$ cat src/rtl/conv_seq_pkg.sv
// Shared types for the dual-channel conversion sequencer.
// Assumes: exactly two channels, converted in fixed order A then B.
package conv_seq_pkg;
    localparam int NUM_CH = 2;

    typedef enum logic [1:0] {
        SEQ_IDLE,
        SEQ_CONV_A,
        SEQ_CONV_B,
        SEQ_COMMIT
    } seq_state_e;
endpackage

$ cat src/rtl/conv_core_stub.sv
// Converter core model: on a go pulse it captures the selected channel
// sample and, CONV_CYCLES cycles later, raises done for one cycle.
// Assumes: go only arrives while the core is idle; CONV_CYCLES >= 2.
module conv_core_stub #(
    parameter int DATA_W      = 16,
    parameter int CONV_CYCLES = 8
) (
    input  logic              clk,
    input  logic              rst_n,
    input  logic              go_i,
    input  logic              ch_i,
    input  logic [DATA_W-1:0] samp_a_i,
    input  logic [DATA_W-1:0] samp_b_i,
    output logic              done_o,
    output logic [DATA_W-1:0] res_o
);
    localparam int CNT_W = (CONV_CYCLES > 1) ? $clog2(CONV_CYCLES) : 1;

    logic [DATA_W-1:0] samp_sel [conv_seq_pkg::NUM_CH];
    logic [CNT_W-1:0]  cnt_q;
    logic              running_q;

    // Collect the channel samples into an indexable array.
    generate
        for (genvar g = 0; g < conv_seq_pkg::NUM_CH; g++) begin : g_samp
            if (g == 0) begin : g_a
                assign samp_sel[g] = samp_a_i;
            end else begin : g_b
                assign samp_sel[g] = samp_b_i;
            end
        end
    endgenerate

    // Count down the conversion time and pulse done at the end.
    always_ff @(posedge clk) begin
        if (!rst_n) begin
            running_q <= 1'b0;
            cnt_q     <= '0;
            done_o    <= 1'b0;
            res_o     <= '0;
        end else begin
            done_o <= 1'b0;
            if (go_i) begin
                running_q <= 1'b1;
                cnt_q     <= CNT_W'(CONV_CYCLES - 1);
                res_o     <= samp_sel[ch_i];
            end else if (running_q) begin
                if (cnt_q == '0) begin
                    running_q <= 1'b0;
                    done_o    <= 1'b1;
                end else begin
                    cnt_q <= cnt_q - 1'b1;
                end
            end
        end
    end

    AST_GO_WHEN_IDLE: assert property (@(posedge clk) disable iff (!rst_n)
        go_i |-> !running_q);
    AST_DONE_PULSE: assert property (@(posedge clk) disable iff (!rst_n)
        done_o |=> !done_o);
endmodule

$ cat src/rtl/conv_seq_fsm.sv
// Pair sequencer: starts channel A, then channel B, strobes end-of-conversion
// for each, then requests the output latch and drops busy.
// Assumes: core_done_i is a single-cycle pulse; core_res_i holds until next go.
module conv_seq_fsm #(
    parameter int DATA_W = 16
) (
    input  logic              clk,
    input  logic              rst_n,
    input  logic              start_i,
    input  logic              pdown_i,
    input  logic              core_done_i,
    input  logic [DATA_W-1:0] core_res_i,
    output logic              busy_o,
    output logic              eoc_n_o,
    output logic              latch_o,
    output logic              core_go_o,
    output logic              core_ch_o,
    output logic [DATA_W-1:0] hold_a_o
);
    import conv_seq_pkg::*;

    seq_state_e state_q;

    // Advance through the pair and drive all registered control outputs.
    always_ff @(posedge clk) begin
        if (!rst_n) begin
            state_q   <= SEQ_IDLE;
            busy_o    <= 1'b0;
            eoc_n_o   <= 1'b1;
            latch_o   <= 1'b0;
            core_go_o <= 1'b0;
            core_ch_o <= 1'b0;
            hold_a_o  <= '0;
        end else begin
            eoc_n_o   <= 1'b1;
            latch_o   <= 1'b0;
            core_go_o <= 1'b0;
            unique case (state_q)
                SEQ_IDLE: begin
                    if (start_i && !pdown_i) begin
                        state_q   <= SEQ_CONV_A;
                        busy_o    <= 1'b1;
                        core_go_o <= 1'b1;
                        core_ch_o <= 1'b0;
                    end
                end
                SEQ_CONV_A: begin
                    if (core_done_i) begin
                        hold_a_o  <= core_res_i;
                        eoc_n_o   <= 1'b0;
                        core_go_o <= 1'b1;
                        core_ch_o <= 1'b1;
                        state_q   <= SEQ_CONV_B;
                    end
                end
                SEQ_CONV_B: begin
                    if (core_done_i) begin
                        eoc_n_o <= 1'b0;
                        latch_o <= 1'b1;
                        state_q <= SEQ_COMMIT;
                    end
                end
                SEQ_COMMIT: begin
                    busy_o  <= 1'b0;
                    state_q <= SEQ_IDLE;
                end
                default: state_q <= SEQ_IDLE;
            endcase
        end
    end

    AST_EOC_SINGLE: assert property (@(posedge clk) disable iff (!rst_n)
        !eoc_n_o |=> eoc_n_o);
    AST_EOC_IN_BUSY: assert property (@(posedge clk) disable iff (!rst_n)
        !eoc_n_o |-> busy_o);
    AST_PDOWN_HOLD: assert property (@(posedge clk) disable iff (!rst_n)
        (state_q == SEQ_IDLE && pdown_i) |=> !busy_o);
    AST_LATCH_THEN_DROP: assert property (@(posedge clk) disable iff (!rst_n)
        latch_o |=> !busy_o);
    AST_DONE_ONLY_BUSY: assert property (@(posedge clk) disable iff (!rst_n)
        core_done_i |-> busy_o);
endmodule

$ cat src/rtl/conv_result_reg.sv
// Output word register: loads both channel results on the latch strobe and
// holds them otherwise. Slot 0 (channel A) sits in the upper half.
// Assumes: load_i is a single-cycle strobe.
module conv_result_reg #(
    parameter int DATA_W = 16
) (
    input  logic                clk,
    input  logic                rst_n,
    input  logic                load_i,
    input  logic [DATA_W-1:0]   a_i,
    input  logic [DATA_W-1:0]   b_i,
    output logic [2*DATA_W-1:0] word_o
);
    logic [DATA_W-1:0] in_slot [conv_seq_pkg::NUM_CH];
    logic [DATA_W-1:0] slot_q  [conv_seq_pkg::NUM_CH];

    assign in_slot[0] = a_i;
    assign in_slot[1] = b_i;

    // One holding register per channel slot.
    generate
        for (genvar g = 0; g < conv_seq_pkg::NUM_CH; g++) begin : g_slot
            always_ff @(posedge clk) begin
                if (!rst_n) slot_q[g] <= '0;
                else if (load_i) slot_q[g] <= in_slot[g];
            end
        end
    endgenerate

    assign word_o = {slot_q[0], slot_q[1]};
endmodule

$ cat src/rtl/conv_pair_sequencer.sv
// Top level: pair sequencer, converter core stub and output word register.
// Assumes: samples are stable while busy_o is high.
module conv_pair_sequencer #(
    parameter int DATA_W      = 16,
    parameter int CONV_CYCLES = 8
) (
    input  logic                clk,
    input  logic                rst_n,
    input  logic                start_i,
    input  logic                pdown_i,
    input  logic [DATA_W-1:0]   samp_a_i,
    input  logic [DATA_W-1:0]   samp_b_i,
    output logic                busy_o,
    output logic                eoc_n_o,
    output logic                latch_o,
    output logic                core_go_o,
    output logic                core_ch_o,
    output logic [2*DATA_W-1:0] result_o
);
    logic              core_done;
    logic [DATA_W-1:0] core_res;
    logic [DATA_W-1:0] hold_a;

    conv_seq_fsm #(.DATA_W(DATA_W)) u_fsm (
        .clk(clk), .rst_n(rst_n), .start_i(start_i), .pdown_i(pdown_i),
        .core_done_i(core_done), .core_res_i(core_res),
        .busy_o(busy_o), .eoc_n_o(eoc_n_o), .latch_o(latch_o),
        .core_go_o(core_go_o), .core_ch_o(core_ch_o), .hold_a_o(hold_a)
    );

    conv_core_stub #(.DATA_W(DATA_W), .CONV_CYCLES(CONV_CYCLES)) u_core (
        .clk(clk), .rst_n(rst_n), .go_i(core_go_o), .ch_i(core_ch_o),
        .samp_a_i(samp_a_i), .samp_b_i(samp_b_i),
        .done_o(core_done), .res_o(core_res)
    );

    conv_result_reg #(.DATA_W(DATA_W)) u_word (
        .clk(clk), .rst_n(rst_n), .load_i(latch_o),
        .a_i(hold_a), .b_i(core_res), .word_o(result_o)
    );
endmodule

$ cat config.mk
export PLATFORM = sky130hd
export DESIGN_NAME = conv_pair_sequencer
export DESIGN_NICKNAME = d
export VERILOG_FILES = /design/src/rtl/conv_seq_pkg.sv /design/src/rtl/conv_core_stub.sv /design/src/rtl/conv_seq_fsm.sv /design/src/rtl/conv_result_reg.sv /design/src/rtl/conv_pair_sequencer.sv
export SDC_FILE = /design/constraint.sdc
export NUM_CORES = 1
export LEC_CHECK = 0
export ABC_AREA = 0
export BUFFER_PORTS_ARGS = -buffer_cell sky130_fd_sc_hd__buf_2
export CORE_AREA = 5 5 92 94
export DETAILED_ROUTE_END_ITERATION = 10
export DIE_AREA = 0 0 97 99
export GPL_TIMING_DRIVEN = 0
export PLACE_DENSITY = 0.76
export SETUP_SLACK_MARGIN = 0.15
export SLEW_MARGIN = 40
export SYNTH_ARGS = -nofsm -noshare
export SYNTH_HDL_FRONTEND = slang
export SYNTH_HIERARCHICAL = 1
export SYNTH_SLANG_ARGS = --single-unit
export TNS_END_PERCENT = 1
$ cat constraint.sdc
create_clock -name clk -period 3.4 [get_ports clk]
set_clock_uncertainty 0.05 [all_clocks]
set_input_delay 0.34 -clock clk [delete_from_list [all_inputs] [get_ports clk]]
set_output_delay 0.34 -clock clk [all_outputs]
set_load 0.005 [all_outputs]
==> metrics.cfg, run 1 <==
[yosys]
synth-edff-count = 32
avgSynthCellArea_um2 = 11.9
synth_top_family_by_area = simple AND/OR/NAND/NOR gates
synth-warning-count = 6
synth-xor-area-share_pct = 0
synth_compound_area_share_pct = 12.9
ys_seq_elements = 76
syn_nets = 319
ys_types = 41
netlist_area_um2 = 3260
synthFlopType = dfxtp_1
postSynthCellCount = 275
ys_async_sr_fraction_pct = 0
synthMuxAreaShare_pct = 5.21
synth_fa_ha_area_share_pct = 3.07
yosysSeqAreaShare_pct = 56.4
synthSimpleGateAreaFrac_pct = 17.6

[timing]
max_clock_freq_ghz = 0.639
finalCriticalPeriod_ns = 1.57
fin_tns_setup_ns = 0
hold_viol = 0
max_slew_margin_pct = 55.0
worstMarginPinSlew_ns = 0.675
grt_setup_unrepaired = no
final_max_slew_viol_count = 0
post-route-period-util_pct = 46.0
setup_violations = 0

[worst_setup_path]
rr_startpoint = u_fsm/state_q[1]
arrival_ns = 1.80
critPathMostFrequentCell = nand2_1
max_stage_delay_ns = 0.38
path_cells = inv_1, ha_1, nand2_1, buf_2, nand2_1, a21boi_2
crit_family = flip-flops
startpoint_type = register
crit_buf_inv = 2
end_kind = register
required_ns = 3.64
crit_type = reg -> reg
worst-path-max-fanout = 10
worst_path_max_delay_cell = dfxtp_1
cp-startpoint = u_fsm/state_q[1]

[clocking]
clk_pin_slew_ns = 0.08
cts_tree = yes
cts_setup_buffers = 0
cts_buffers = 9
clk_latency_ns = 0.35
postCtsHoldBufs = 0
cts_htree_levels = 3
clockBufferDepth = 2
post_cts_resized = 0
cts_root_buffer = clkbuf_8
cts_sinks = 76

[finish]
utilization_pct = 52.1
diodes = 0
drive_gt1_share_pct = 40.8
final_cells = 465
final_cell_area_um2 = 3940
area_delta_synth_final_pct = 20.9
nNetsFinal = 402

[die]
rows = 32
die_area_um2 = 9600
die_h_um = 99
core_area_um2 = 7570
start_util_pct = 43.1
io_pins = 73
die_w_um = 97

[pwr]
p_total_w = 0.00208
p_leak_nw = 1.75
ir_drop_mv = 0.386
power_density_nw_per_um2 = 527

[global_routing]
grt_overflow = 0
grt_pass1_vias = 2435
grt_use_total_pct = 14.9
antenna_found_initial = 0
grt_max_degree = 33
grt_pass1_wl_mm = 11.3

[placed_design]
port_buffers = 72
gp_congestion = 0.789
dp_cells = 449
placed_area_um2 = 3750
dp_hpwl_mm = 5.01

[route]
wl_mm = 6.64
dr_total_vias = 2314
drt-wirelength-per-cell_um = 14.3
drtIter0Drc = 73
drc = 0
post_drt_via_cell_ratio = 4.98
antenna_left = 0
drt_first_pass_iters = 4

[worst_hold_path]
hold_path.class = in -> reg
worstHoldStart = samp_a_i[13]

[outcome]
status = completed

[run]
cap_violations = 0

## metal layers
layer / GRT usage (%) / part of all wire (%)
met5: 0 / 0
met3: 5.80 / 6.5
met4: 4.86 / 0.87
met2: 26.0 / 50
met1: 16.8 / 43
## synth_stat cells (3+ instances only)
cell,count,share of area [%]
nand2_1,55,6.3
dfxtp_1,44,27
and3_2,33,7.6
edfxtp_1,32,29
mux2i_1,17,5.2
o211a_1,16,4.9
a21boi_2,10,3.5
ha_1,8,3.1
a21boi_0,7,1.6
buf_2,5,0.77
clkbuf_1,5,0.58
inv_1,5,0.58
clkbuf_2,3,0.46
## kinds of logic (layout without fill, tap and decap cells)
family / after synthesis / after routing
simple gates: 104 / 104
flops: 76 / 76
compound gates: 46 / 46
buf+inv: 24 / 112
mux: 17 / 17
fa+ha+maj: 8 / 8
## layout by cell type, fill, tap and decap left out, types with 5 or more instances in the layout
cell type / instances
a21boi_0: 7
a21boi_2: 10
and3_2: 33
buf_2: 77
clkbuf_1: 6
clkbuf_8: 9
dfxtp_1: 44
edfxtp_1: 32
ha_1: 8
inv_1: 5
mux2i_1: 17
nand2_1: 55
o211a_1: 16
## power breakdown
group          switching [W]  leakage [nW]  total [W]  internal, W
registers          0.0000548         0.687    0.00108      0.00103
clock network       0.000322        0.0927   0.000661     0.000339
logic               0.000178         0.971   0.000337     0.000159
total               0.000554          1.75    0.00208      0.00152
## final timing paths
path / to / cells past startpoint / slack, ns
max: u_fsm/hold_a_o[15] / 6 / 1.83
min: u_core/res_o[13] / 4 / 0.27
max reg2reg: u_fsm/hold_a_o[15] / 6 / 1.83
min reg2reg: u_fsm/hold_a_o[14] / 2 / 0.41
## sequential cells by signal, summed over array words and instances, names as in the netlist
register	flops
u_fsm/busy_o	1
u_fsm/core_ch_o	1
u_core/cnt_q	3
u_fsm/eoc_n_o	1
u_fsm/latch_o	1
u_core/res_o	16
u_core/done_o	1
u_core/running_q	1
u_fsm/hold_a_o	16
u_fsm/core_go_o	1
u_word/slot_q	32
u_fsm/state_q	2
## tightest hold or removal path, cell delays in order
cell and delay [ns]:
buf_2 0.07, mux2i_1 0.05, nand2_1 0.06, o211a_1 0.12
## metrics by stage
| stage | setup WS, ns | hold slack (ns) |
|---|---|---|
| 2_1_floorplan | 1.83 | 0.372 |
| 5_1_grt | 1.69 | 0.278 |
| 6_report | 1.83 | 0.267 |
| 3_5_place_dp | 1.76 | 0.403 |
| 4_1_cts | 1.82 | 0.261 |
| 3_3_place_gp | 1.35 | 0.401 |
## final cells by class
type / instances / area, um2
fillers: 693 / 3620
flip-flops and latches: 76 / 1840
multi-input cells: 175 / 1270
repair buffers: 72 / 360
plain buffers: 19 / 136
clock buffers: 10 / 128
well taps: 102 / 128
clock inverters: 6 / 63.8
inverters: 5 / 18.8
Note: power is estimated with default switching activity, not from simulation.
==> run 2, diff against run 1 <==
==> constraint.sdc (replaced) <==
create_clock -name clk -period 1.6 [get_ports clk]
set_clock_uncertainty 0.05 [all_clocks]
set_input_delay 0.16 -clock clk [delete_from_list [all_inputs] [get_ports clk]]
set_output_delay 0.16 -clock clk [all_outputs]
set_load 0.005 [all_outputs]
==> metrics.cfg, run 2 (synthesis results as in run 1) <==
[clocking]
cts_sinks = 76
cts_buffers = 9
cts_setup_buffers = 0
cts_tree = yes
clk_latency_ns = 0.34
clk_pin_slew_ns = 0.07
cts_htree_levels = 3
cts_root_buffer = clkbuf_8
clockBufferDepth = 2

[worst_setup_path]
r2r-end = u_fsm/hold_a_o[2]
crit_type = reg -> reg
required_ns = 1.79
end_kind = register
startpoint_type = register
r2r_cells = 7
rrSetupSlack_ns = 0.17
rr_startpoint = u_fsm/state_q[1]
arrival_ns = 1.62
worst-path-max-fanout = 10

[route]
wl_mm = 6.74
dr_total_vias = 2310
antenna_left = 0
drtIter0Drc = 108
drc = 0
drt_first_pass_iters = 6
drt-wirelength-per-cell_um = 14.5
post_drt_via_cell_ratio = 4.97

[finish]
layout_commonest_cell = buf_2
largest_register_ffs = 32
fillCellCount = 650
nNetsFinal = 402
diodes = 0
reg_top3 = u_word/slot_q: 32 flops, u_core/res_o: 16 flops, u_fsm/hold_a_o: 16 flops
layout_common_cells = buf_2 (76), nand2_1 (54), dfxtp_1 (42)
regMostFlops = u_word/slot_q
area_delta_synth_final_pct = 23.2
drive_gt1_share_pct = 42.1

[timing]
worstMarginPinSlew_ns = 0.488
max_clock_freq_ghz = 0.698
grt_setup_unrepaired = yes
finalCriticalPeriod_ns = 1.43
setup_violations = 0
post-route-period-util_pct = 89.5
final_max_slew_viol_count = 0
fin_tns_setup_ns = 0
hold_viol = 0
setup_ws_ns = 0.168
max_slew_margin_pct = 67.5

[pwr]
p_leak_nw = 1.78
power_density_nw_per_um2 = 1190
ir_drop_mv = 0.570

[global_routing]
grt_pass1_wl_mm = 11.1
grt_overflow = 0
antenna_found_initial = 0
grt_max_degree = 33
grt_pass1_vias = 2274
grt_use_total_pct = 14.6

[placed_design]
dpl_worst_slack_ns = 0.102
port_buffers = 72
gp_congestion = 0.786
dp_hpwl_mm = 4.94

[die]
die_h_um = 99
start_util_pct = 43.1
rows = 32
core_area_um2 = 7570
io_pins = 73
die_area_um2 = 9600
die_w_um = 97

[run]
cap_violations = 0

[worst_hold_path]
hold_depth = 4
hold_path.class = in -> reg
whs_endpoint = u_core/res_o[12]
worstHoldStart = samp_a_i[12]

[outcome]
status = completed

run 2: cell count changes in the layout (fill, tap and decap cells not counted), sizes merged:
cell,before,now
bufinv,1,3
clkinvlp,2,0
run 2: worst max-delay path: stages (launching register included):
cell and delay [ns]:
dfxtp_1 0.40, inv_1 0.14, ha_4 0.19, and2_1 0.15
buf_6 0.13, buf_12 0.13, nand2_1 0.08, a21boi_2 0.05
run 2: power by group:
part,switching (W),internal [W],total (W)
Sequential,0.000136,0.00219,0.00232
Combinational,0.000380,0.000353,0.000733
Clock,0.000681,0.00104,0.00172
run 2: what timing repair did:
action                                 in CTS  in global routing
pin swaps                                   0                  0
setup endpoints to repair                  42                 14
resized for setup                           2                  7
endpoints found under the hold margin       0                  0
hold buffers                                0                  0
run 2: layer usage:
| metal | track usage [%] | vias to the layer above | routed length (um) |
|---|---|---|---|
| li1 | - | 1152 | - |
| met1 | 17.6 | 1085 | 2980 |
| met2 | 24.3 | 68 | 3260 |
| met3 | 6.16 | 5 | 469 |
| met4 | 3.24 | 0 | 32 |
| met5 | 0 | - | 0 |
run 2: cell type report:
class                   instances  area [um2]  share of cell area, %
plain buffers                  19         139                   3.45
clock inverters                 6         113                   2.80
multi-input cells             175        1290                   32.0
flip-flops and latches         76        1850                   45.9
clock buffers                  10         128                   3.17
repair buffers                 72         360                   8.96
well taps                     102         128                   3.17
inverters                       5        18.8                  0.467
run 2: per-stage QoR:
step	hold slack [ns]	utilization (%)	area (um2)	power, W	instances
after global placement	0.400	49.6	3750	0.00303	449
after floorplan	0.258	-	3260	0.00282	275
after detailed placement	0.407	49.6	3750	0.00306	449
final	0.107	53.1	4020	0.00478	465
after CTS	0.0952	52.8	4000	0.00478	465
after global routing	0.112	53.1	4020	0.00502	465
run 2: worst max path at each step:
| stage | endpoint | cells after the start | startpoint | slack [ns] |
|---|---|---|---|---|
| after floorplan | u_fsm/hold_a_o[0] | 7 | u_fsm/state_q[1] | 0.29 |
| after global placement | u_fsm/hold_a_o[3] | 6 | u_fsm/state_q[1] | 0.13 |
| after detailed placement | u_fsm/hold_a_o[14] | 6 | u_fsm/state_q[1] | 0.10 |
| after CTS | u_fsm/hold_a_o[13] | 6 | u_fsm/state_q[1] | 0.13 |
| after global routing | u_fsm/hold_a_o[11] | 7 | u_fsm/state_q[1] | 0.13 |
| final | u_fsm/hold_a_o[2] | 7 | u_fsm/state_q[1] | 0.17 |
